==> config.mk <==
export PLATFORM = sky130hd
export DESIGN_NAME = tx_credit_gate
export DESIGN_NICKNAME = d
export VERILOG_FILES = /design/src/rtl/tx_credit_pkg.sv /design/src/rtl/credit_need.sv /design/src/rtl/credit_fit.sv /design/src/rtl/credit_lane.sv /design/src/rtl/tx_credit_gate.sv
export SDC_FILE = /design/constraint.sdc
export NUM_CORES = 1
export LEC_CHECK = 0
export CORE_ASPECT_RATIO = 0.5
export CORE_UTILIZATION = 55
export CTS_BUF_LIST = sky130_fd_sc_hd__clkbuf_2
export CTS_CLUSTER_SIZE = 30
export DETAILED_ROUTE_END_ITERATION = 16
export HOLD_SLACK_MARGIN = 0.02
export PLACE_DENSITY = 0.9
export SYNTH_ARGS = -nofsm -noshare
export SYNTH_HDL_FRONTEND = slang
export SYNTH_SLANG_ARGS = --single-unit
==> constraint.sdc <==
create_clock -name clk -period 20 [get_ports clk]
set_input_delay 4 -clock clk [delete_from_list [all_inputs] [get_ports clk]]
set_output_delay 4 -clock clk [all_outputs]
set_load 0.01 [all_outputs]
==> src/rtl/tx_credit_pkg.sv <==
// Package: shared constants for the transmit credit gate.
// Assumes three TLP classes, each with one header and one data credit type.
package tx_credit_pkg;

    localparam int NUM_CLS = 3;

    typedef enum logic [1:0] {
        CLS_POST    = 2'd0,
        CLS_NONPOST = 2'd1,
        CLS_CPL     = 2'd2,
        CLS_NONE    = 2'd3
    } tlp_class_e;

    // Position of a class's header bit in the six-bit type vectors.
    function automatic int hdr_bit(input int cls);
        return 5 - 2 * cls;
    endfunction

    // Position of a class's data bit in the six-bit type vectors.
    function automatic int dat_bit(input int cls);
        return 4 - 2 * cls;
    endfunction

endpackage

==> src/rtl/credit_need.sv <==
// Module: converts a payload byte count into data credits, rounded up.
// Assumes UNIT_BYTES is a power of two and the result fits in DAT_W bits.
module credit_need #(
    parameter int LEN_W      = 13,
    parameter int DAT_W      = 12,
    parameter int UNIT_BYTES = 16
) (
    input  logic [LEN_W-1:0] len,
    output logic [DAT_W-1:0] need
);
    localparam int SH = $clog2(UNIT_BYTES);

    logic [LEN_W:0] padded;

    // Round up by adding one unit less one byte, then drop the byte offset.
    always_comb begin
        padded = {1'b0, len} + (LEN_W + 1)'(UNIT_BYTES - 1);
        need   = DAT_W'(padded >> SH);
    end
endmodule

==> src/rtl/credit_fit.sv <==
// Module: modulo flow-control check for one credit type.
// Passes when (limit - (consumed + need)) mod 2^W lies within half the range,
// when the type is unlimited, or when nothing is needed.
module credit_fit #(
    parameter int W = 8
) (
    input  logic [W-1:0] limit,
    input  logic [W-1:0] consumed,
    input  logic [W-1:0] need,
    input  logic         unl,
    output logic         ok
);
    localparam logic [W-1:0] HALF = W'(1) << (W - 1);

    logic [W-1:0] headroom;

    // Projected free space with wrap, then compare against half the range.
    always_comb begin
        headroom = limit - (consumed + need);
        ok       = unl || (need == '0) || (headroom <= HALF);
    end
endmodule

==> src/rtl/credit_lane.sv <==
// Module: consumed counters and fit checks for one TLP class.
// Counters take core pulses and the block's own charges in the same cycle.
// They are held at zero while the link is down. Assumes the core pulses
// at most one credit per type per cycle.
module credit_lane #(
    parameter int HDR_W = 8,
    parameter int DAT_W = 12
) (
    input  logic             clk,
    input  logic             rst_n,
    input  logic             link_up,
    input  logic [HDR_W-1:0] lim_h,
    input  logic [DAT_W-1:0] lim_d,
    input  logic             core_h,
    input  logic             core_d,
    input  logic             unl_h,
    input  logic             unl_d,
    input  logic [DAT_W-1:0] need_d,
    input  logic             commit,
    output logic             ok,
    output logic [HDR_W-1:0] cons_h,
    output logic [DAT_W-1:0] cons_d
);
    logic ok_h, ok_d;

    credit_fit #(.W(HDR_W)) u_fit_h (
        .limit(lim_h), .consumed(cons_h), .need(HDR_W'(1)),
        .unl(unl_h), .ok(ok_h)
    );

    credit_fit #(.W(DAT_W)) u_fit_d (
        .limit(lim_d), .consumed(cons_d), .need(need_d),
        .unl(unl_d), .ok(ok_d)
    );

    // Both checks must pass for this class to be granted.
    assign ok = ok_h && ok_d;

    // Accumulate core pulses plus own charges; clear on reset or link down.
    always_ff @(posedge clk) begin
        if (!rst_n || !link_up) begin
            cons_h <= '0;
            cons_d <= '0;
        end else begin
            cons_h <= cons_h + HDR_W'(core_h) + HDR_W'(commit);
            cons_d <= cons_d + DAT_W'(core_d) + (commit ? need_d : '0);
        end
    end

    AST_DOWN_CLEARS: assert property (@(posedge clk) disable iff (!rst_n)
        !link_up |=> (cons_h == '0) && (cons_d == '0));

    AST_HDR_STEP_MAX2: assert property (@(posedge clk) disable iff (!rst_n)
        link_up |=> (HDR_W'(cons_h - $past(cons_h)) <= HDR_W'(2)));

    AST_HDR_BOTH_APPLIED: assert property (@(posedge clk) disable iff (!rst_n)
        link_up && commit && core_h |=> (cons_h == HDR_W'($past(cons_h) + HDR_W'(2))));

    AST_UNL_PASSES: assert property (@(posedge clk) disable iff (!rst_n)
        unl_h && (unl_d || need_d == '0) |-> ok);
endmodule

==> src/rtl/tx_credit_gate.sv <==
// Module: transmit flow-control credit gate (top).
// Grants an offered TLP when its class has header and data space, charges it
// in the same cycle and reports the charge one cycle later. Assumes limits are
// stable or only grow while the link is up. The offered TLP is taken as sent
// whenever grant is high.
module tx_credit_gate
    import tx_credit_pkg::*;
#(
    parameter int HDR_W      = 8,
    parameter int DAT_W      = 12,
    parameter int LEN_W      = 13,
    parameter int UNIT_BYTES = 16
) (
    input  logic                            clk,
    input  logic                            rst_n,
    input  logic                            link_up,
    input  logic [NUM_CLS-1:0][HDR_W-1:0]   lim_hdr,
    input  logic [NUM_CLS-1:0][DAT_W-1:0]   lim_dat,
    input  logic [2*NUM_CLS-1:0]            core_used,
    input  logic [2*NUM_CLS-1:0]            unlimited,
    input  logic                            req_valid,
    input  logic [1:0]                      req_class,
    input  logic [LEN_W-1:0]                req_len,
    input  logic                            view_sel,
    output logic                            grant,
    output logic                            upd_valid,
    output logic [1:0]                      upd_class,
    output logic [DAT_W-1:0]                upd_dat,
    output logic [NUM_CLS-1:0][HDR_W-1:0]   view_hdr,
    output logic [NUM_CLS-1:0][DAT_W-1:0]   view_dat
);
    logic [DAT_W-1:0]                need_d;
    logic [NUM_CLS-1:0]              lane_sel;
    logic [NUM_CLS-1:0]              lane_ok;
    logic [NUM_CLS-1:0]              lane_commit;
    logic [NUM_CLS-1:0][HDR_W-1:0]   cons_h;
    logic [NUM_CLS-1:0][DAT_W-1:0]   cons_d;

    credit_need #(.LEN_W(LEN_W), .DAT_W(DAT_W), .UNIT_BYTES(UNIT_BYTES)) u_need (
        .len(req_len), .need(need_d)
    );

    for (genvar c = 0; c < NUM_CLS; c++) begin : g_lane
        localparam int HB = hdr_bit(c);
        localparam int DB = dat_bit(c);

        assign lane_sel[c]    = req_valid && (req_class == 2'(c));
        assign lane_commit[c] = grant && lane_sel[c];

        credit_lane #(.HDR_W(HDR_W), .DAT_W(DAT_W)) u_lane (
            .clk(clk), .rst_n(rst_n), .link_up(link_up),
            .lim_h(lim_hdr[c]), .lim_d(lim_dat[c]),
            .core_h(core_used[HB]), .core_d(core_used[DB]),
            .unl_h(unlimited[HB]), .unl_d(unlimited[DB]),
            .need_d(need_d), .commit(lane_commit[c]),
            .ok(lane_ok[c]), .cons_h(cons_h[c]), .cons_d(cons_d[c])
        );

        // Credit view: consumed totals or limits, per select.
        assign view_hdr[c] = view_sel ? cons_h[c] : lim_hdr[c];
        assign view_dat[c] = view_sel ? cons_d[c] : lim_dat[c];
    end

    // Grant only with the link up and the selected class fitting.
    assign grant = link_up && |(lane_sel & lane_ok);

    // Record the charge applied this cycle for the application.
    always_ff @(posedge clk) begin
        if (!rst_n || !grant) begin
            upd_valid <= 1'b0;
            upd_class <= 2'd0;
            upd_dat   <= '0;
        end else begin
            upd_valid <= 1'b1;
            upd_class <= req_class;
            upd_dat   <= need_d;
        end
    end

    AST_GRANT_NEEDS_LINK: assert property (@(posedge clk) disable iff (!rst_n)
        grant |-> link_up && req_valid);

    AST_NO_GRANT_CLASS3: assert property (@(posedge clk) disable iff (!rst_n)
        (req_class == CLS_NONE) |-> !grant);

    AST_UPD_AFTER_GRANT: assert property (@(posedge clk) disable iff (!rst_n)
        grant |=> upd_valid && (upd_class == $past(req_class)));

    AST_NO_UPD_IDLE: assert property (@(posedge clk) disable iff (!rst_n)
        !grant |=> !upd_valid);
endmodule

==> flow_summary.ini, run 1 <==
[run_status]
status = completed

[power_and_ir_drop]
total_power_uw = 447
power.leakage_uw = 0.00412
p_per_area_mw_per_mm2 = 44.0
vdd_ir_drop_max_v = 0.0000255

[clocking]
cts_tree = done
post_cts_buffers = 0
cts_resized = 0
numCtsBuffers = 9
cts-hold-fix-buffers = 0
htreeDepth = 3
clk_pin_slew_ps = 250
clock-sinks = 73
root_buffer = clkbuf_2
clk_latency_ps = 600
clockBufferDepth = 2

[sta]
grt_setup_unrepaired = no
hold_viol_final = 0
drv_slew = 0
max-slew-margin-rel_pct = 34.4
tightestPinTransition_ps = 981
finalCritPeriodShare_pct = 70.1
max_freq_mhz = 71.4
fin_setup_tns_ps = 0
min_period_ps = 14010
setup_violations = 0
fin_skew_ps = 49.5

[worst_setup_path]
crit_type = primary input to output pin
cp-start-kind = primary input
worst_setup_path_end_kind = output pin
required_ps = 16000
cp.arrival_ps = 10010
cp_max_fo = 24

[global_route]
antenna_found_initial = 0
globalRoute.totalOverflow = 0
grt_pass1_wl_um = 35300
grt_start_max_net_pins = 70
grtUsageTotal_pct = 28.7
grt_pass1_vias = 7297

[logic_synthesis]
synth_top_family_by_area = adder cells
synth_area_leaders = dfxtp_1 18%, ha_1 15%, fa_1 9.5%
synth_area_per_cell_um2 = 8.38
ys_warn_count = 0
synth_compound_area_share_pct = 15.4
synth_ff_type = dfxtp_1
synthMuxAreaShare_pct = 7.63
yosysSeqAreaShare_pct = 17.8
synth_top_area_share_pct = 17.8
async_reset_ff_share_pct = 0
synth.distinct_cells = 75
netlist_area_mm2 = 0.00823
synthSimpleGateAreaFrac_pct = 18.3
netlist_instances = 982
synthAdderAreaFrac_pct = 24.1
synth_enable_flop_cells = 0
synth_area_leader_cell = dfxtp_1
synth-xor-area-share_pct = 10.2
synth-seq-cells = 73

[place]
gp_congestion = 0.975
hpwl_um = 17500
place.port_buffers = 165

[drt]
drc = 0
viasPerCell = 5.78
routed_wl_um = 22200
first_pass_iters = 5
route.vias.total = 7758
ant_nets = 0
dr.first_iter.drc_count = 434
wl_per_cell_um = 16.5

[cells_and_area]
drive_gt1_share_pct = 8.74
synthToLayoutAreaGrowth_pct = 23.3
final_nets = 1366
antenna_cells = 0
utilization_pct = 69.8

[floorplan]
io_pins = 168
core_area_mm2 = 0.0145
chipWidth_um = 175
rows = 31
die_area_mm2 = 0.0155
fp.dieH_um = 88.5
start_util_pct = 56.6

[flow_run]
drv_cap = 0

[min_path]
min_path_type = register to register
[state kept, by name, indices dropped and copies added, names as in the netlist]
name,cells
upd_valid,1
g_lane.u_lane.cons_d,36
upd_class,2
upd_dat,10
g_lane.u_lane.cons_h,24
[cell families after synthesis]
group / Yosys count
and+or+nand+nor: 297
buffers and inverters: 129
muxes: 56
xor gates and xnor gates: 96
DFF: 73
adders and majority gates: 135
other: 1
AOI/OAI and AO/OA: 195
[Yosys cell counts, types with 4 or more instances]
| library cell | number |
|---|---|
| or4_1 | 5 |
| nor2_1 | 92 |
| buf_1 | 4 |
| nand2b_1 | 15 |
| buf_4 | 4 |
| fa_1 | 39 |
| dfxtp_1 | 73 |
| nor3_1 | 42 |
| nand4_1 | 11 |
| inv_1 | 99 |
| a21oi_1 | 62 |
| a21o_1 | 17 |
| nor2b_1 | 6 |
| ha_1 | 96 |
| and3_1 | 23 |
| or2_2 | 4 |
| o2111ai_1 | 7 |
| xnor2_1 | 68 |
| nand2_1 | 41 |
| a31oi_1 | 4 |
| o21ai_0 | 41 |
| o21a_1 | 7 |
| a211oi_1 | 8 |
| mux2_2 | 54 |
| clkbuf_1 | 15 |
| o22ai_1 | 5 |
| nand3_1 | 27 |
| o21bai_1 | 10 |
| nor4_1 | 5 |
| xor2_1 | 28 |
[worst max-delay path, cell delays in order]
cell and delay [ps]:
clkdlybuf4s50_1 570, nand3_1 160, nor3_1 570, nand4_1 210, xor2_1 800, fa_1 560, ha_1 400, a21oi_1 220
a21oi_1 90, or4_1 550, a2111oi_2 270, o2111ai_1 200, o211ai_2 190, nand2_1 60, and3b_1 170, buf_4 220
and2b_2 240, clkdlybuf4s50_1 520
[path summary, 6_finish.rpt]
path	from	end	slack [ps]	depth (start not counted)
max	req_len[6]	grant	5990	18
min	g_lane[1].u_lane.cons_d[11]	g_lane[1].u_lane.cons_d[11]	600	2
max reg2reg	g_lane[2].u_lane.cons_d[0]	g_lane[1].u_lane.cons_d[10]	13600	25
min reg2reg	g_lane[1].u_lane.cons_d[11]	g_lane[1].u_lane.cons_d[11]	600	2
[metal layers]
metal	GRT usage, %	vias to the layer above	wire [µm]
li1	-	3757	-
met1	36.6	3648	9790
met2	51.2	298	10500
met3	4.34	55	1370
met4	8.14	0	503
met5	0	-	0
[report_power, final]
part | total, µW | switching, µW | internal [µW]
sequential | 149 | 1.53 | 147
clock | 90.4 | 60.6 | 29.8
combinational | 208 | 109 | 98.3
total | 447 | 172 | 275
[area by class of cell]
type	count	area [µm²]
Multi-Input combinational cell	781	6230
Fill cell	1144	4400
Timing Repair Buffer	175	1720
Sequential cell	73	1460
Inverter	99	372
Tap cell	198	248
Clock inverter	6	67.6
Clock buffer	10	50.0
[placed cells by master, fill, tap and decap left out, types with 5 or more instances in the layout]
| master | n |
|---|---|
| clkdlybuf4s50_1 | 164 |
| nand2b_1 | 15 |
| a21oi_1 | 62 |
| dfxtp_1 | 73 |
| xnor2_1 | 68 |
| ha_1 | 96 |
| nor3_1 | 42 |
| o21ai_0 | 41 |
| a21o_1 | 17 |
| mux2_2 | 54 |
| o2111ai_1 | 7 |
| fa_1 | 39 |
| o21a_1 | 7 |
| buf_4 | 10 |
| or4_1 | 5 |
| a211oi_1 | 8 |
| nand2_1 | 40 |
| o21bai_1 | 10 |
| xor2_1 | 28 |
| nand3_1 | 27 |
| clkbuf_2 | 10 |
| nor2b_1 | 6 |
| inv_1 | 99 |
| and3_1 | 23 |
| nand4_1 | 11 |
| o22ai_1 | 5 |
| nor4_1 | 5 |
| nor2_1 | 92 |
[per-stage QoR]
step | area [µm²] | worst slack [ps] | std cells | hold WS (ps)
after floorplan | 8230 | 7940 | 983 | 514
after global placement | 10000 | 6300 | 1326 | 533
after detailed placement | 10000 | 6160 | 1326 | 554
after CTS | 10100 | 6090 | 1342 | 596
after global routing | 10100 | 5690 | 1342 | 626
final | 10100 | 5990 | 1342 | 597
(Power assumes the default switching activity.)
==> inputs of run 2 (changes only) <==
Settings changed: CORE_UTILIZATION 55 to 54, PLACE_DENSITY 0.9 to 0.88.
Clock period 20 ns to 13.4 ns, I/O delays scaled along.
==> run 2 against run 1 <==
Compared with the run above: sequential cell count stayed put; clock power is 40% higher; largest power group unchanged; count of clock-buffer cells in the layout is 1 lower; largest cell class unchanged.
==> flow_summary.ini, run 2 (same netlist as run 1, synthesis figures left out) <==
[worst_setup_path]
required_ps = 10720
crit_type = primary input to output pin
critPathLaunch = req_len[7]
worst_setup_path_end_kind = output pin
cp-start-kind = primary input
cp.arrival_ps = 8670
r2r_slack_ps = 6880
r2r_start = g_lane[2].u_lane.cons_d[0]
cp_max_fo = 24
r2r_end = g_lane[1].u_lane.cons_d[10]
worst_r2r_path_depth = 25
endpoint = grant

[drt]
ant_nets = 0
first_pass_iters = 5
dr.first_iter.drc_count = 566
viasPerCell = 5.79
routed_wl_um = 22500
route.vias.total = 7763
drc = 0
wl_per_cell_um = 16.8

[place]
placedCellCount = 1324
place_area_mm2 = 0.0100
hpwl_um = 18000
place.port_buffers = 165
dp_slack_ps = 2170
gp_congestion = 0.953

[cells_and_area]
largest-register = g_lane.u_lane.cons_d
drive_gt1_share_pct = 8.51
final_nets = 1364
synthToLayoutAreaGrowth_pct = 23.0
fillCellCount = 1195
utilization_pct = 69.1
final_common_cell = clkdlybuf4s50_1
instances_no_fill = 1340
final_area_mm2 = 0.0101
mostFrequentLayoutCells = 164 x clkdlybuf4s50_1, 99 x inv_1, 96 x ha_1
reg.largest.list = g_lane.u_lane.cons_d x36, g_lane.u_lane.cons_h x24, upd_dat x10
largest_register_ffs = 36

[global_route]
globalRoute.totalOverflow = 0
grt_pass1_vias = 7540
grt_start_max_net_pins = 70
grtUsageTotal_pct = 29.1
antenna_found_initial = 1
grt_pass1_wl_um = 36100

[clocking]
clock-sinks = 73
clk_pin_slew_ps = 190
cts_resized = 0
post_cts_buffers = 0
root_buffer = clkbuf_2
cts-hold-fix-buffers = 0
cts_tree = done
clockBufferDepth = 2
htreeDepth = 3
clk_latency_ps = 580
numCtsBuffers = 9

[sta]
setup_violations = 0
tightestPinTransition_ps = 1040
drv_slew = 0
min_period_ps = 11350
max-slew-margin-rel_pct = 30.5
finalWorstSetupSlack_ps = 2050
max_freq_mhz = 88.1
fin_setup_tns_ps = 0
fin_skew_ps = 39.2
grt_setup_unrepaired = no
hold_viol_final = 0
finalCritPeriodShare_pct = 84.7

[power_and_ir_drop]
vdd_ir_drop_max_v = 0.0000305
p_per_area_mw_per_mm2 = 64.9
power.leakage_uw = 0.00410

[flow_run]
drv_cap = 0

[floorplan]
start_util_pct = 56.1
die_area_mm2 = 0.0158
chipWidth_um = 177
fp.dieH_um = 89.3
core_area_mm2 = 0.0147
rows = 31
io_pins = 168

[min_path]
min_path_type = register to register

[run_status]
status = completed
==> run 2: cell count changes in the layout (fill, tap and decap cells not counted), sizes merged <==
cell and delta:
clkinv -1, inv -1, clkbuf -1, clkinvlp +1, diode +2, buf -2
==> run 2: layer usage <==
metal / track usage [%] / wire (µm) / share of wire [%] / vias up
li1: - / - / - / 3744
met1: 36.7 / 10000 / 45 / 3689
met2: 51.3 / 10600 / 47 / 289
met3: 4.93 / 1460 / 6.5 / 41
met4: 9.56 / 469 / 2.1 / 0
met5: 0 / 0 / 0 / -
==> run 2: cell type report <==
type | count | area (µm²) | area share, %
timing repair buffer | 173 | 1710 | 16.9
tap | 198 | 248 | 2.45
sequential | 73 | 1460 | 14.4
antenna | 2 | 5.00 | 0.0494
inverter | 99 | 372 | 3.67
clock buffer | 9 | 45.0 | 0.445
multi-input combinational | 781 | 6230 | 61.5
clock inverter | 5 | 58.8 | 0.581
==> run 2: how the worst min path moves through the flow <==
stage / from / endpoint / slack (ps) / depth (start not counted)
after floorplan: g_lane[1].u_lane.cons_h[7] / g_lane[1].u_lane.cons_h[7] / 510 / 2
after global placement: g_lane[1].u_lane.cons_h[7] / g_lane[1].u_lane.cons_h[7] / 540 / 2
after detailed placement: g_lane[0].u_lane.cons_d[11] / g_lane[0].u_lane.cons_d[11] / 560 / 2
after CTS: g_lane[0].u_lane.cons_d[11] / g_lane[0].u_lane.cons_d[11] / 590 / 2
after global routing: g_lane[1].u_lane.cons_h[7] / g_lane[1].u_lane.cons_h[7] / 640 / 2
final: g_lane[0].u_lane.cons_d[11] / g_lane[0].u_lane.cons_d[11] / 600 / 2
==> run 2: through the flow <==
step	hold slack, ps	total power [µW]
finish	596	658
global route	640	697
CTS	588	656
detailed placement	556	529
global placement	539	523
floorplan	514	427
==> run 2: where the power goes <==
| part | internal [µW] | switching [µW] |
|---|---|---|
| sequential | 220 | 2.33 |
| clock | 40.8 | 86.3 |
| combinational | 146 | 162 |
| total | 407 | 251 |
==> run 2: worst max-delay path: stages <==
cell and delay, ps:
clkdlybuf4s50_1 560, nand3_1 150, nor3_1 520, nand3_1 170
xor2_1 840, fa_1 570, ha_1 370, o21a_1 170
o21ai_0 120, a31oi_1 270, nor2_1 70, mux2_2 270
o31ai_1 460, o311ai_1 250, and3b_1 230, buf_4 210
and2b_2 230, clkdlybuf4s50_1 520
